$ cat src/rtl/xint_pkg.sv
package xint_pkg;
  typedef enum logic [1:0] {
    DET_RISE  = 2'd0,
    DET_FALL  = 2'd1,
    DET_BOTH  = 2'd2,
    DET_LEVEL = 2'd3
  } det_mode_e;

  // Event for one conditioned sample pair under a detection mode.
  function automatic logic det_event(det_mode_e mode, logic cur, logic prv);
    case (mode)
      DET_RISE:  det_event = cur & ~prv;
      DET_FALL:  det_event = ~cur & prv;
      DET_BOTH:  det_event = cur ^ prv;
      default:   det_event = cur;
    endcase
  endfunction
endpackage

$ cat src/rtl/xint_sync_filt.sv
module xint_sync_filt #(
  parameter int MIN_W  = 4,
  parameter bit FILTER = 1'b0
) (
  input  logic clk,
  input  logic rst_n,
  input  logic pin_i,
  output logic cond_o,
  output logic prev_o
);
  logic s1, s2;

  always_ff @(posedge clk or negedge rst_n) begin
    if (!rst_n) begin
      s1 <= 1'b0;
      s2 <= 1'b0;
    end else begin
      s1 <= pin_i;
      s2 <= s1;
    end
  end

  generate
    if (FILTER) begin : g_filt
      localparam int CW = $clog2(MIN_W + 1);
      logic [CW-1:0] cnt;
      logic          filt;
      always_ff @(posedge clk or negedge rst_n) begin
        if (!rst_n) begin
          cnt  <= '0;
          filt <= 1'b0;
        end else if (s2 == filt) begin
          cnt <= '0;
        end else if (cnt == CW'(MIN_W - 1)) begin
          filt <= s2;
          cnt  <= '0;
        end else begin
          cnt <= cnt + 1'b1;
        end
      end
      assign cond_o = filt;
    end else begin : g_raw
      assign cond_o = s2;
    end
  endgenerate

  always_ff @(posedge clk or negedge rst_n) begin
    if (!rst_n) prev_o <= 1'b0;
    else        prev_o <= cond_o;
  end
endmodule

$ cat src/rtl/xint_latch.sv
module xint_latch (
  input  logic clk,
  input  logic rst_n,
  input  logic set_i,
  input  logic ack_i,
  input  logic halt_i,
  output logic pend_o,
  output logic held_o
);
  always_ff @(posedge clk or negedge rst_n) begin
    if (!rst_n) begin
      pend_o <= 1'b0;
      held_o <= 1'b0;
    end else if (set_i) begin
      pend_o <= 1'b1;
      if (!pend_o || ack_i) held_o <= halt_i;
    end else if (ack_i) begin
      pend_o <= 1'b0;
      held_o <= 1'b0;
    end
  end
endmodule

$ cat src/rtl/xint_prio.sv
module xint_prio #(
  parameter int NIRQ  = 5,
  parameter int LVL_W = 3,
  localparam int IDW  = $clog2(NIRQ)
) (
  input  logic [NIRQ-1:0]       pend_i,
  input  logic [NIRQ*LVL_W-1:0] lvl_i,
  output logic                  valid_o,
  output logic [IDW-1:0]        id_o,
  output logic [LVL_W-1:0]      lvl_o
);
  always_comb begin
    lvl_o = '0;
    id_o  = '0;
    for (int i = 0; i < NIRQ; i++) begin
      if (pend_i[i] && (lvl_i[i*LVL_W +: LVL_W] > lvl_o)) begin
        lvl_o = lvl_i[i*LVL_W +: LVL_W];
        id_o  = IDW'(i);
      end
    end
    valid_o = (lvl_o != '0);
  end
endmodule

$ cat src/rtl/xint_cond.sv
module xint_cond
  import xint_pkg::*;
#(
  parameter int NIRQ  = 5,
  parameter int NPROG = 2,
  parameter int MIN_W = 4,
  parameter int LVL_W = 3,
  localparam int IDW  = $clog2(NIRQ)
) (
  input  logic                  clk,
  input  logic                  rst_n,
  input  logic                  nmi_pin,
  input  logic [NIRQ-1:0]       irq_pin,
  input  logic                  nmi_both_edges,
  input  logic                  pin0_edge_mode,
  input  logic [NPROG-1:0]      prog_fall,
  input  logic [NIRQ*LVL_W-1:0] irq_prio,
  input  logic                  halt_entry,
  input  logic                  nmi_ack,
  input  logic [NIRQ-1:0]       irq_ack,
  output logic                  nmi_pending,
  output logic                  nmi_held,
  output logic [NIRQ-1:0]       irq_pending,
  output logic [NIRQ-1:0]       irq_held,
  output logic                  wake,
  output logic                  sel_valid,
  output logic [IDW-1:0]        sel_id,
  output logic [LVL_W-1:0]      sel_level
);
  // Named internal events, observed by the bound checker.
  logic            ev_nmi;
  logic [NIRQ-1:0] ev_irq;
  logic [NIRQ-1:0] irq_en;

  logic      nmi_cond, nmi_prev;
  det_mode_e nmi_mode;

  assign nmi_mode = nmi_both_edges ? DET_BOTH : DET_FALL;

  xint_sync_filt #(.MIN_W(MIN_W), .FILTER(1'b1)) u_nmi_sf (
    .clk(clk), .rst_n(rst_n), .pin_i(nmi_pin),
    .cond_o(nmi_cond), .prev_o(nmi_prev)
  );

  assign ev_nmi = det_event(nmi_mode, nmi_cond, nmi_prev);

  xint_latch u_nmi_lat (
    .clk(clk), .rst_n(rst_n), .set_i(ev_nmi), .ack_i(nmi_ack),
    .halt_i(halt_entry), .pend_o(nmi_pending), .held_o(nmi_held)
  );

  for (genvar i = 0; i < NIRQ; i++) begin : g_pin
    logic      cond, prev;
    det_mode_e mode;

    if (i == 0) begin : g_m0
      assign mode = pin0_edge_mode ? DET_RISE : DET_LEVEL;
    end else if (i <= NPROG) begin : g_mp
      assign mode = prog_fall[i-1] ? DET_FALL : DET_RISE;
    end else begin : g_mr
      assign mode = DET_RISE;
    end

    xint_sync_filt #(.MIN_W(MIN_W), .FILTER(i == 0)) u_sf (
      .clk(clk), .rst_n(rst_n), .pin_i(irq_pin[i]),
      .cond_o(cond), .prev_o(prev)
    );

    assign irq_en[i] = (irq_prio[i*LVL_W +: LVL_W] != '0);
    assign ev_irq[i] = irq_en[i] & det_event(mode, cond, prev);

    xint_latch u_lat (
      .clk(clk), .rst_n(rst_n), .set_i(ev_irq[i]), .ack_i(irq_ack[i]),
      .halt_i(halt_entry), .pend_o(irq_pending[i]), .held_o(irq_held[i])
    );
  end

  assign wake = (nmi_pending & ~nmi_held) | (|(irq_pending & ~irq_held & irq_en));

  xint_prio #(.NIRQ(NIRQ), .LVL_W(LVL_W)) u_prio (
    .pend_i(irq_pending), .lvl_i(irq_prio),
    .valid_o(sel_valid), .id_o(sel_id), .lvl_o(sel_level)
  );
endmodule

$ cat config.mk
export PLATFORM = sky130hd
export DESIGN_NAME = xint_cond
export DESIGN_NICKNAME = d
export VERILOG_FILES = /design/src/rtl/xint_pkg.sv /design/src/rtl/xint_sync_filt.sv /design/src/rtl/xint_latch.sv /design/src/rtl/xint_prio.sv /design/src/rtl/xint_cond.sv
export SDC_FILE = /design/constraint.sdc
export NUM_CORES = 1
export LEC_CHECK = 0
export ABC_AREA = 1
export BUFFER_PORTS_ARGS = -buffer_cell sky130_fd_sc_hd__buf_4
export CORE_UTILIZATION = 57
export DETAILED_ROUTE_END_ITERATION = 6
export GPL_TIMING_DRIVEN = 0
export PLACE_DENSITY = 0.84
export SLEW_MARGIN = 20
export SYNTH_ARGS = -nofsm -noshare
export SYNTH_HDL_FRONTEND = slang
export SYNTH_HIERARCHICAL = 1
export SYNTH_SLANG_ARGS = --single-unit
$ cat constraint.sdc
create_clock -name clk -period 11.3 [get_ports clk]
set_input_delay 1.13 -clock clk [delete_from_list [all_inputs] [get_ports clk]]
set_output_delay 1.13 -clock clk [all_outputs]
set_load 0.03 [all_outputs]
==> run_results.csv, run 1 <==
group,metric,value,unit
outcome,status,"complete, no violations",
route,post_drt_wl_per_cell,9.48,µm
timing,max-slew-margin-rel,0.704,
min_path,hold-path-cell-count,0,
flow_run,max_cap_viol_count,0,
logic_synthesis,netlist-cell-type-count,20,
clock_network,cts.reportedPaths.clkPinSlew,60,ps
floorplan,std_cell_rows,22,
timing,skew,3.90,ps
critical_path,worstSetupEndpointType,"primary output",
clock_network,post-cts-setup-buffer-count,0,
clock_network,cts_buffers,5,
floorplan,core_area,3720,µm²
critical_path,regToRegEndpoint,"u_nmi_lat/held_o",
placed_design,post_dp_cell_area,2700,µm²
clock_network,postCtsResizedCells,0,
critical_path,critPathArrivalTime,6140,ps
logic_synthesis,proportion_of_netlist_area_held_by_the_largest_area_contributor,0.424,
logic_synthesis,synth-seq-area-share,0.424,
critical_path,worst_path_max_delay_cell,"ha_1",
logic_synthesis,synthCells,313,
floorplan,dieWidth,64.7,µm
logic_synthesis,cell_area_after_synthesis,2240,µm²
finish,fill_cells,310,
critical_path,crit-reg2reg-launch,"u_nmi_sf/cond_o",
power_and_ir_drop,irDropWorstVdd,152,µV
clock_network,clk_latency,280,ps
logic_synthesis,synth_top_cells_by_area,"dfrtp_1, nand2_1, inv_1",
critical_path,crit_family,"simple AND/OR/NAND/NOR gates",
timing,max_freq,0.138,GHz
finish,stdcell_area,2780,µm²
timing,fin_hold_viols,0,
global_routing,grt_first_pass_wirelength,7.12,mm
critical_path,cells_on_worst_reg2reg_path,6,
logic_synthesis,synth_top_area_cell,"dfrtp_1",
finish,fin_cells,421,
route,via_count,1944,
logic_synthesis,yosys-top-cells-count,"nand2_1, inv_1, dfrtp_1, nor2_1, nand3_1",
global_routing,grt_antenna_before_repair,0,
timing,tns,0,ps
logic_synthesis,async_reset_ff_frac,1.00,
global_routing,grt_usage,0.225,
min_path,timing.hold.worst.start,"g_pin[3].u_sf/s1",
finish,areaGrowthSynthToFinish,23.8,%
clock_network,clock_sink_count,38,
timing,fin_crit_sh,0.644,
timing,worst_slew_pin_tran,444,ps
timing,post-route-min-period,7270,ps
timing,rsz0062_at_grt,"no",
clock_network,h-tree-depth,2,
route,first_iteration_detailed_routing_drc_count,87,
clock_network,clk_root_buffer_cell,"clkbuf_8",
critical_path,worstPathBufferInverterCount,8,
finish,fin_nets,419,
min_path,hold_path_end,"g_pin[3].u_sf/cond_o",
clock_network,cts_tree,"done",
finish,utilization,0.747,
logic_synthesis,syn_nets,359,
min_path,worstHoldPathType,"register to register",
route,drt_pre_antenna_iters,5,
floorplan,die_height,64.7,µm
floorplan,io-pin-count,54,
global_routing,maximum_number_of_pins_on_one_net_before_global_route_repair,39,
floorplan,fp.dieArea,4190,µm²
critical_path,critical_path.max_stage_delay,300,ps
route,wirelength,3.99,mm
finish,layout-drive-gt1-share,0.220,
route,drtAntennaViolNets,0,
route,post-route-drc-count,0,
floorplan,start_util,0.603,
route,avgViaCountPerCell,4.62,
critical_path,worst-path-max-fanout,7,
finish,insertedDiodeCount,0,
critical_path,critical-path-top-cell-by-count,"nand2_1",
logic_synthesis,postSynthAreaPerCell,7.16,µm²
placed_design,port_buffers,53,
critical_path,setup.worst_path.class,"input port to primary output",
global_routing,grt_overflow,0,
critical_path,worst_setup_path_start_kind,"input port",
global_routing,number_of_global_route_vias_before_repair,1917,
logic_synthesis,ys_flop_type,"dfrtp_1",
timing,final_max_slew_viol_count,0,
critical_path,setup.worst_path.start,"irq_prio[0]",
power_and_ir_drop,power-per-cell-area,186,nW/µm²
critical_path,critical_path_required,10170,ps
power_and_ir_drop,power.leakage,1.68,nW
logic_synthesis,most_frequent_cell_after_synthesis,"nand2_1",
logic_synthesis,yosysWarningCount,6,
critical_path,setup.reg_to_reg.worst_slack,10030,ps
placed_design,dp_cells,414,
placed_design,dpl.hpwl,3.15,mm
logic_synthesis,synth-edff-count,0,
clock_network,ctsLongestPathBuffers,2,
logic_synthesis,flip_flop_and_latch_count_after_synthesis,38,
placed_design,gpl.final_weighted_congestion,0.817,
clock_network,hold_bufs_inserted_after_cts,0,
timing,timing.final.setup_violations,0,
[cells in the final DEF, fill, tap and decap left out, drive strengths merged]
cell type	count
nand3	19
or2	1
nand2	106
o21ai	6
and2	2
buf	53
o21a	1
nor2	33
a21oi	8
o211ai	1
inv	83
dfrtp	38
a211oi	1
nand4	2
clkbuf	7
ha	12
[state kept, by name, summed over array words and instances, names as in the netlist]
| name | flops |
|---|---|
| g_pin.u_lat/held_o | 5 |
| u_nmi_lat/held_o | 1 |
| g_pin.u_sf/s1 | 5 |
| g_pin.u_sf/prev_o | 5 |
| g_pin.u_sf/g_filt.cnt | 3 |
| g_pin.u_sf/s2 | 1 |
| g_pin.u_lat/pend_o | 5 |
| u_nmi_lat/pend_o | 1 |
| u_nmi_sf/g_filt.cnt | 3 |
| u_nmi_sf/prev_o | 1 |
| g_pin.u_sf/cond_o | 5 |
| u_nmi_sf/s2 | 1 |
| u_nmi_sf/s1 | 1 |
| u_nmi_sf/cond_o | 1 |
[kinds of logic after synthesis]
family,Yosys count,synth area share
buf+inv,83,0.139
flops,38,0.424
simple gates,163,0.321
fa+ha+maj,12,0.0670
compound gates,17,0.0486
[worst max path at each step]
stage	endpoint	slack (ps)	depth (start not counted)
after floorplan	sel_valid	4490	38
after global placement	sel_valid	4210	39
after detailed placement	sel_valid	4050	39
after CTS	sel_valid	4030	39
after global routing	sel_valid	3500	39
final	sel_valid	4030	39
[area by class of cell]
type                    count  area, µm²  area share
multi-input cells         192        980       0.353
clock buffers               7       76.3      0.0275
inverters                  83        312       0.112
repair buffers             53        398       0.143
well taps                  48       60.1      0.0216
flip-flops and latches     38        951       0.342
[where the power goes]
part | total (mW) | switching [mW] | internal [mW]
Sequential | 0.179 | 0.0185 | 0.160
Clock | 0.0831 | 0.0407 | 0.0424
Combinational | 0.254 | 0.158 | 0.0962
Total | 0.516 | 0.217 | 0.299
[through the flow]
step                      worst slack (ps)  hold WS (ps)  power (mW)
after detailed placement              4050           336       0.434
after global routing                  3500           347       0.562
after floorplan                       4490           331       0.359
after CTS                             4030           347       0.520
final                                 4030           345       0.516
after global placement                4210           331       0.426
[routing by layer]
| metal | GRT usage | routed length (µm) | vias to the layer above |
|---|---|---|---|
| met5 | 0 | 0 | - |
| met4 | 0.108 | 71 | 0 |
| met3 | 0.0563 | 219 | 4 |
| met1 | 0.233 | 1730 | 857 |
| li1 | - | - | 1032 |
| met2 | 0.417 | 1970 | 51 |
(Power assumes the default switching activity.)
==> run 2, diff against run 1 <==
--- a/config.mk
+++ b/config.mk
@@ -7,10 +7,10 @@
 export LEC_CHECK = 0
 export ABC_AREA = 1
 export BUFFER_PORTS_ARGS = -buffer_cell sky130_fd_sc_hd__buf_4
-export CORE_UTILIZATION = 57
+export CORE_UTILIZATION = 48
 export DETAILED_ROUTE_END_ITERATION = 6
 export GPL_TIMING_DRIVEN = 0
-export PLACE_DENSITY = 0.84
+export PLACE_DENSITY = 0.76
 export SLEW_MARGIN = 20
 export SYNTH_ARGS = -nofsm -noshare
 export SYNTH_HDL_FRONTEND = slang
==> constraint.sdc (replaced) <==
create_clock -name clk -period 6.35 [get_ports clk]
set_input_delay 0.635 -clock clk [delete_from_list [all_inputs] [get_ports clk]]
set_output_delay 0.635 -clock clk [all_outputs]
set_load 0.03 [all_outputs]
==> run 2 against run 1 <==
Global-route usage shrank 4.5 points. Core utilization shrank 9.5 points. Sequential cell count is the same. Count of clock-buffer cells in the layout shrank 2. Highest routed layer unchanged. First-iteration DRC count shrank 48%. Final cell count grew 2.1%. Sequential share of layout area shrank 1.2 points. Via count grew 0.36%. Hold slack lost 62 ps.
==> run_results.csv, run 2 (synthesized netlist as in run 1, its figures left out) <==
group,metric,value,unit
outcome,status,"complete, no violations",
critical_path,worst_path_max_delay_cell,"ha_1",
floorplan,dieWidth,70.3,µm
timing,timing.final.setup_violations,0,
global_routing,maximum_number_of_pins_on_one_net_before_global_route_repair,39,
critical_path,critical_path.max_stage_delay,290,ps
timing,tns,0,ps
route,avgViaCountPerCell,4.54,
finish,layout-drive-gt1-share,0.241,
timing,fin_crit_sh,0.922,
timing,skew,8.24,ps
global_routing,grt_overflow,0,
clock_network,clock_sink_count,38,
clock_network,clk_latency,290,ps
placed_design,dpl.hpwl,3.26,mm
critical_path,critPathArrivalTime,5220,ps
clock_network,cts_buffers,5,
placed_design,dp_cells,418,
timing,final_max_slew_viol_count,0,
finish,insertedDiodeCount,0,
placed_design,post_dp_cell_area,2710,µm²
critical_path,critical-path-top-cell-by-count,"nand2_1",
finish,areaGrowthSynthToFinish,28.3,%
critical_path,worst_setup_path_start_kind,"input port",
critical_path,worstSetupEndpointType,"primary output",
power_and_ir_drop,power.leakage,1.73,nW
finish,layout.cells.most_common,"nand2_1",
floorplan,die_height,70.3,µm
floorplan,core_area,4410,µm²
finish,fin_cells,430,
clock_network,h-tree-depth,2,
critical_path,worst-path-max-fanout,5,
clock_network,hold_bufs_inserted_after_cts,0,
route,drt_pre_antenna_iters,4,
global_routing,grt_first_pass_wirelength,7.09,mm
finish,stdcell_area,2880,µm²
finish,fill_cells,377,
finish,multi_input_comb_area,983,µm²
route,via_count,1951,
critical_path,setup.worst_path.class,"input port to primary output",
global_routing,grt_antenna_before_repair,0,
clock_network,cts_tree,"done",
clock_network,cts.reportedPaths.clkPinSlew,70,ps
floorplan,io-pin-count,54,
route,post-route-drc-count,0,
route,first_iteration_detailed_routing_drc_count,45,
floorplan,start_util,0.508,
power_and_ir_drop,power-per-cell-area,356,nW/µm²
route,drtAntennaViolNets,0,
power_and_ir_drop,power.total,1.02,mW
finish,layout_common_cells,"nand2_1, inv_1, buf_4",
clock_network,clk_root_buffer_cell,"clkbuf_8",
timing,max-slew-margin-rel,0.695,
placed_design,port_buffers,53,
critical_path,critical_path_required,5710,ps
timing,fin_hold_viols,0,
timing,max_freq,0.171,GHz
timing,worst_slew_pin_tran,457,ps
power_and_ir_drop,irDropWorstVdd,207,µV
placed_design,gpl.final_weighted_congestion,0.795,
timing,post-route-min-period,5850,ps
flow_run,max_cap_viol_count,0,
timing,final.hold.worst_slack,284,ps
route,post_drt_wl_per_cell,9.70,µm
min_path,worstHoldPathType,"input port to asynchronous set/reset pin",
finish,fin_nets,423,
finish,area.sequential,952,µm²
global_routing,grt_usage,0.180,
clock_network,ctsLongestPathBuffers,2,
route,wirelength,4.17,mm
floorplan,std_cell_rows,24,
global_routing,number_of_global_route_vias_before_repair,1778,
floorplan,fp.dieArea,4950,µm²
-- run 2: metrics by stage --
stage | util | setup slack, ps
after floorplan | - | 526
after global placement | 0.613 | 252
after detailed placement | 0.613 | 154
after CTS | 0.644 | 127
after global routing | 0.652 | -12.9
final | 0.652 | 497
-- run 2: repair_timing --
item	CTS	global route
setup endpoints to repair	0	4
resized for setup	0	5
buffers inserted	0	4
-- run 2: cell type report --
cell class                      count  area share
Tap cell                           52      0.0226
Timing Repair Buffer               57       0.149
Sequential cell                    38       0.331
Clock inverter                      3      0.0239
Inverter                           83       0.108
Clock buffer                        5      0.0239
Multi-Input combinational cell    192       0.342
-- run 2: metal layers --
metal  GRT usage  routed length (µm)  vias to the layer above
met5           0                   0                        -
met4      0.0467                  36                        0
met3      0.0534                 236                        4
met2       0.324                2130                       37
met1       0.205                1760                      865
li1            -                   -                     1045
-- run 2: final timing paths --
| path | start | to | slack [ps] | cells past startpoint |
|---|---|---|---|---|
| min in group clk | g_pin[0].u_sf/s1 | g_pin[0].u_sf/s2 | 350 | 0 |
| hold reg to reg | g_pin[0].u_sf/s1 | g_pin[0].u_sf/s2 | 350 | 0 |
| setup reg to reg | u_nmi_sf/cond_o | u_nmi_lat/held_o | 5090 | 6 |
| max in group asynchronous | rst_n | g_pin[0].u_lat/pend_o | 5710 | 1 |
| setup / recovery | irq_prio[0] | sel_valid | 500 | 40 |
| hold / removal | rst_n | g_pin[0].u_sf/g_filt.cnt[0] | 280 | 1 |
-- run 2: report_power, final --
group	switching [mW]	internal (mW)	leakage, nW	total [mW]
clock	0.0828	0.157	0.0683	0.240
sequential	0.0337	0.285	0.466	0.319
combinational	0.283	0.181	1.20	0.464
total	0.400	0.624	1.73	1.02
-- run 2: worst max-delay path: cells and delay by family --
kind,cells,cell delay [ps]
AOI/OAI and AO/OA,6,660
adders and majority gates,4,1140
buffers and inverters,8,660
and+or+nand+nor,22,2110
==> run 3, diff against run 2 <==
--- a/config.mk
+++ b/config.mk
@@ -7,6 +7,8 @@
 export LEC_CHECK = 0
 export ABC_AREA = 1
 export BUFFER_PORTS_ARGS = -buffer_cell sky130_fd_sc_hd__buf_4
+export CAP_MARGIN = 20
+export CORE_ASPECT_RATIO = 0.6
 export CORE_UTILIZATION = 48
 export DETAILED_ROUTE_END_ITERATION = 6
 export GPL_TIMING_DRIVEN = 0
==> run 3 against run 2 <==
Worst setup slack worse by 42 ps. Sequential cell count unchanged. Hold slack better by 14 ps. Final cell count up 1.6%. Count of clock-buffer cells in the layout unchanged. Design area up 0.39%. Wire length up 5.6%. Via count unchanged. Critical path type unchanged.
==> run_results.csv, run 3 (synthesized netlist as in run 1, its figures left out) <==
group,metric,value,unit
outcome,status,"complete, no violations",
timing,tns,0,ps
flow_run,max_cap_viol_count,0,
clock_network,cts_tree,"done",
floorplan,io-pin-count,54,
floorplan,dieWidth,90.2,µm
critical_path,worst_setup_path_start_kind,"input port",
timing,max_freq,0.170,GHz
critical_path,critPathArrivalTime,5260,ps
timing,skew,9.87,ps
placed_design,dp_cells,426,
route,first_iteration_detailed_routing_drc_count,68,
critical_path,worstSetupEndpointType,"primary output",
global_routing,grt_first_pass_wirelength,7.38,mm
critical_path,setup.reg_to_reg.worst_slack,5080,ps
clock_network,clk_root_buffer_cell,"clkbuf_8",
floorplan,fp.dieArea,4960,µm²
critical_path,worstSetupEndpoint,"sel_valid",
clock_network,ctsLongestPathBuffers,2,
clock_network,cts_buffers,5,
timing,worst_slew_pin_tran,457,ps
min_path,worstHoldPathType,"input port to asynchronous set/reset pin",
route,post_drt_wl_per_cell,10.1,µm
timing,final_max_slew_viol_count,0,
floorplan,core_area,4280,µm²
clock_network,hold_bufs_inserted_after_cts,0,
route,avgViaCountPerCell,4.46,
finish,fill_cells,363,
route,post-route-drc-count,0,
finish,layout.cells.most_common,"nand2_1",
critical_path,crit-reg2reg-launch,"u_nmi_sf/cond_o",
timing,fin_crit_sh,0.928,
placed_design,gpl.final_weighted_congestion,0.810,
critical_path,worst-path-max-fanout,5,
route,via_count,1951,
global_routing,grt_overflow,0,
power_and_ir_drop,irDropWorstVdd,196,µV
finish,fin_cells,437,
critical_path,critical-path-top-cell-by-count,"nand2_1",
finish,layout_common_cells,"nand2_1, inv_1, buf_4",
timing,post-route-min-period,5890,ps
finish,layout-drive-gt1-share,0.247,
critical_path,critical_path_required,5710,ps
route,drtAntennaViolNets,0,
finish,utilization,0.675,
timing,fin_hold_viols,0,
power_and_ir_drop,power.leakage,1.73,nW
clock_network,clk_latency,290,ps
timing,rsz0062_at_grt,"no",
finish,insertedDiodeCount,0,
floorplan,die_height,54.9,µm
timing,timing.final.setup_violations,0,
route,drt_pre_antenna_iters,4,
clock_network,cts.reportedPaths.clkPinSlew,80,ps
power_and_ir_drop,power.total,1.03,mW
global_routing,grt_antenna_before_repair,0,
critical_path,critical_path.max_stage_delay,290,ps
finish,fin_nets,422,
power_and_ir_drop,power-per-cell-area,357,nW/µm²
floorplan,std_cell_rows,18,
global_routing,grt_usage,0.193,
critical_path,setup.worst_path.start,"irq_prio[0]",
global_routing,maximum_number_of_pins_on_one_net_before_global_route_repair,39,
critical_path,regToRegEndpoint,"u_nmi_lat/held_o",
timing,max-slew-margin-rel,0.695,
critical_path,setup.worst_path.class,"input port to primary output",
floorplan,start_util,0.524,
finish,areaGrowthSynthToFinish,28.9,%
clock_network,clock_sink_count,38,
route,wirelength,4.41,mm
global_routing,number_of_global_route_vias_before_repair,1722,
critical_path,worst_path_max_delay_cell,"ha_1",
clock_network,h-tree-depth,2,
placed_design,port_buffers,53,
critical_path,cells_on_worst_reg2reg_path,6,
placed_design,dpl.hpwl,3.48,mm
## run 3: cell count changes in the layout (fill, tap and decap cells not counted), sizes merged
cell and change:
buf -1
## run 3: repair_timing
item,CTS,global route
buffers inserted,0,3
setup endpoints to repair,0,4
gates resized for setup,0,8
## run 3: layer usage
layer,vias up,wire length (µm),track usage
met5,-,0,0
met4,0,23,0.0645
met3,4,284,0.0410
met2,53,1820,0.322
met1,851,2280,0.258
li1,1043,-,-
## run 3: power by group
group | total [mW] | switching [mW] | leakage [nW] | internal [mW]
combinational | 0.467 | 0.286 | 1.19 | 0.181
clock | 0.242 | 0.0851 | 0.0683 | 0.157
sequential | 0.322 | 0.0367 | 0.466 | 0.285
## run 3: metrics by stage
stage | setup WS, ps | cell area, µm² | hold WS [ps]
final | 455 | 2890 | 298
after global routing | 20.3 | 2890 | 326
after global placement | 252 | 2720 | 332
after floorplan | 526 | 2240 | 331
after detailed placement | 170 | 2720 | 336
after CTS | 156 | 2850 | 308
## run 3: final cells by class
class | instances | area, µm² | area share
clock buffer | 5 | 68.8 | 0.0238
clock inverter | 3 | 68.8 | 0.0238
multi-input combinational | 192 | 992 | 0.343
timing repair buffer | 56 | 420 | 0.146
sequential | 38 | 952 | 0.330
tap | 60 | 75.1 | 0.0260
inverter | 83 | 312 | 0.108
## run 3: how the worst min path moves through the flow
| stage | to | slack [ps] | depth (start not counted) |
|---|---|---|---|
| final | g_pin[2].u_sf/prev_o | 300 | 1 |
| after global placement | g_pin[4].u_sf/cond_o | 330 | 0 |
| after detailed placement | g_pin[0].u_sf/s2 | 340 | 0 |
| after CTS | g_pin[3].u_sf/s1 | 310 | 1 |
| after floorplan | g_pin[0].u_sf/s2 | 330 | 0 |
| after global routing | u_nmi_sf/g_filt.cnt[0] | 330 | 1 |
## run 3: worst max-delay path, delay by kind of cell
family	cells	cell delay, ps
AO/OA/AOI/OAI	6	650
adder cells (fa/ha/maj)	4	1130
buffers and inverters	8	640
AND/OR/NAND/NOR	22	2170
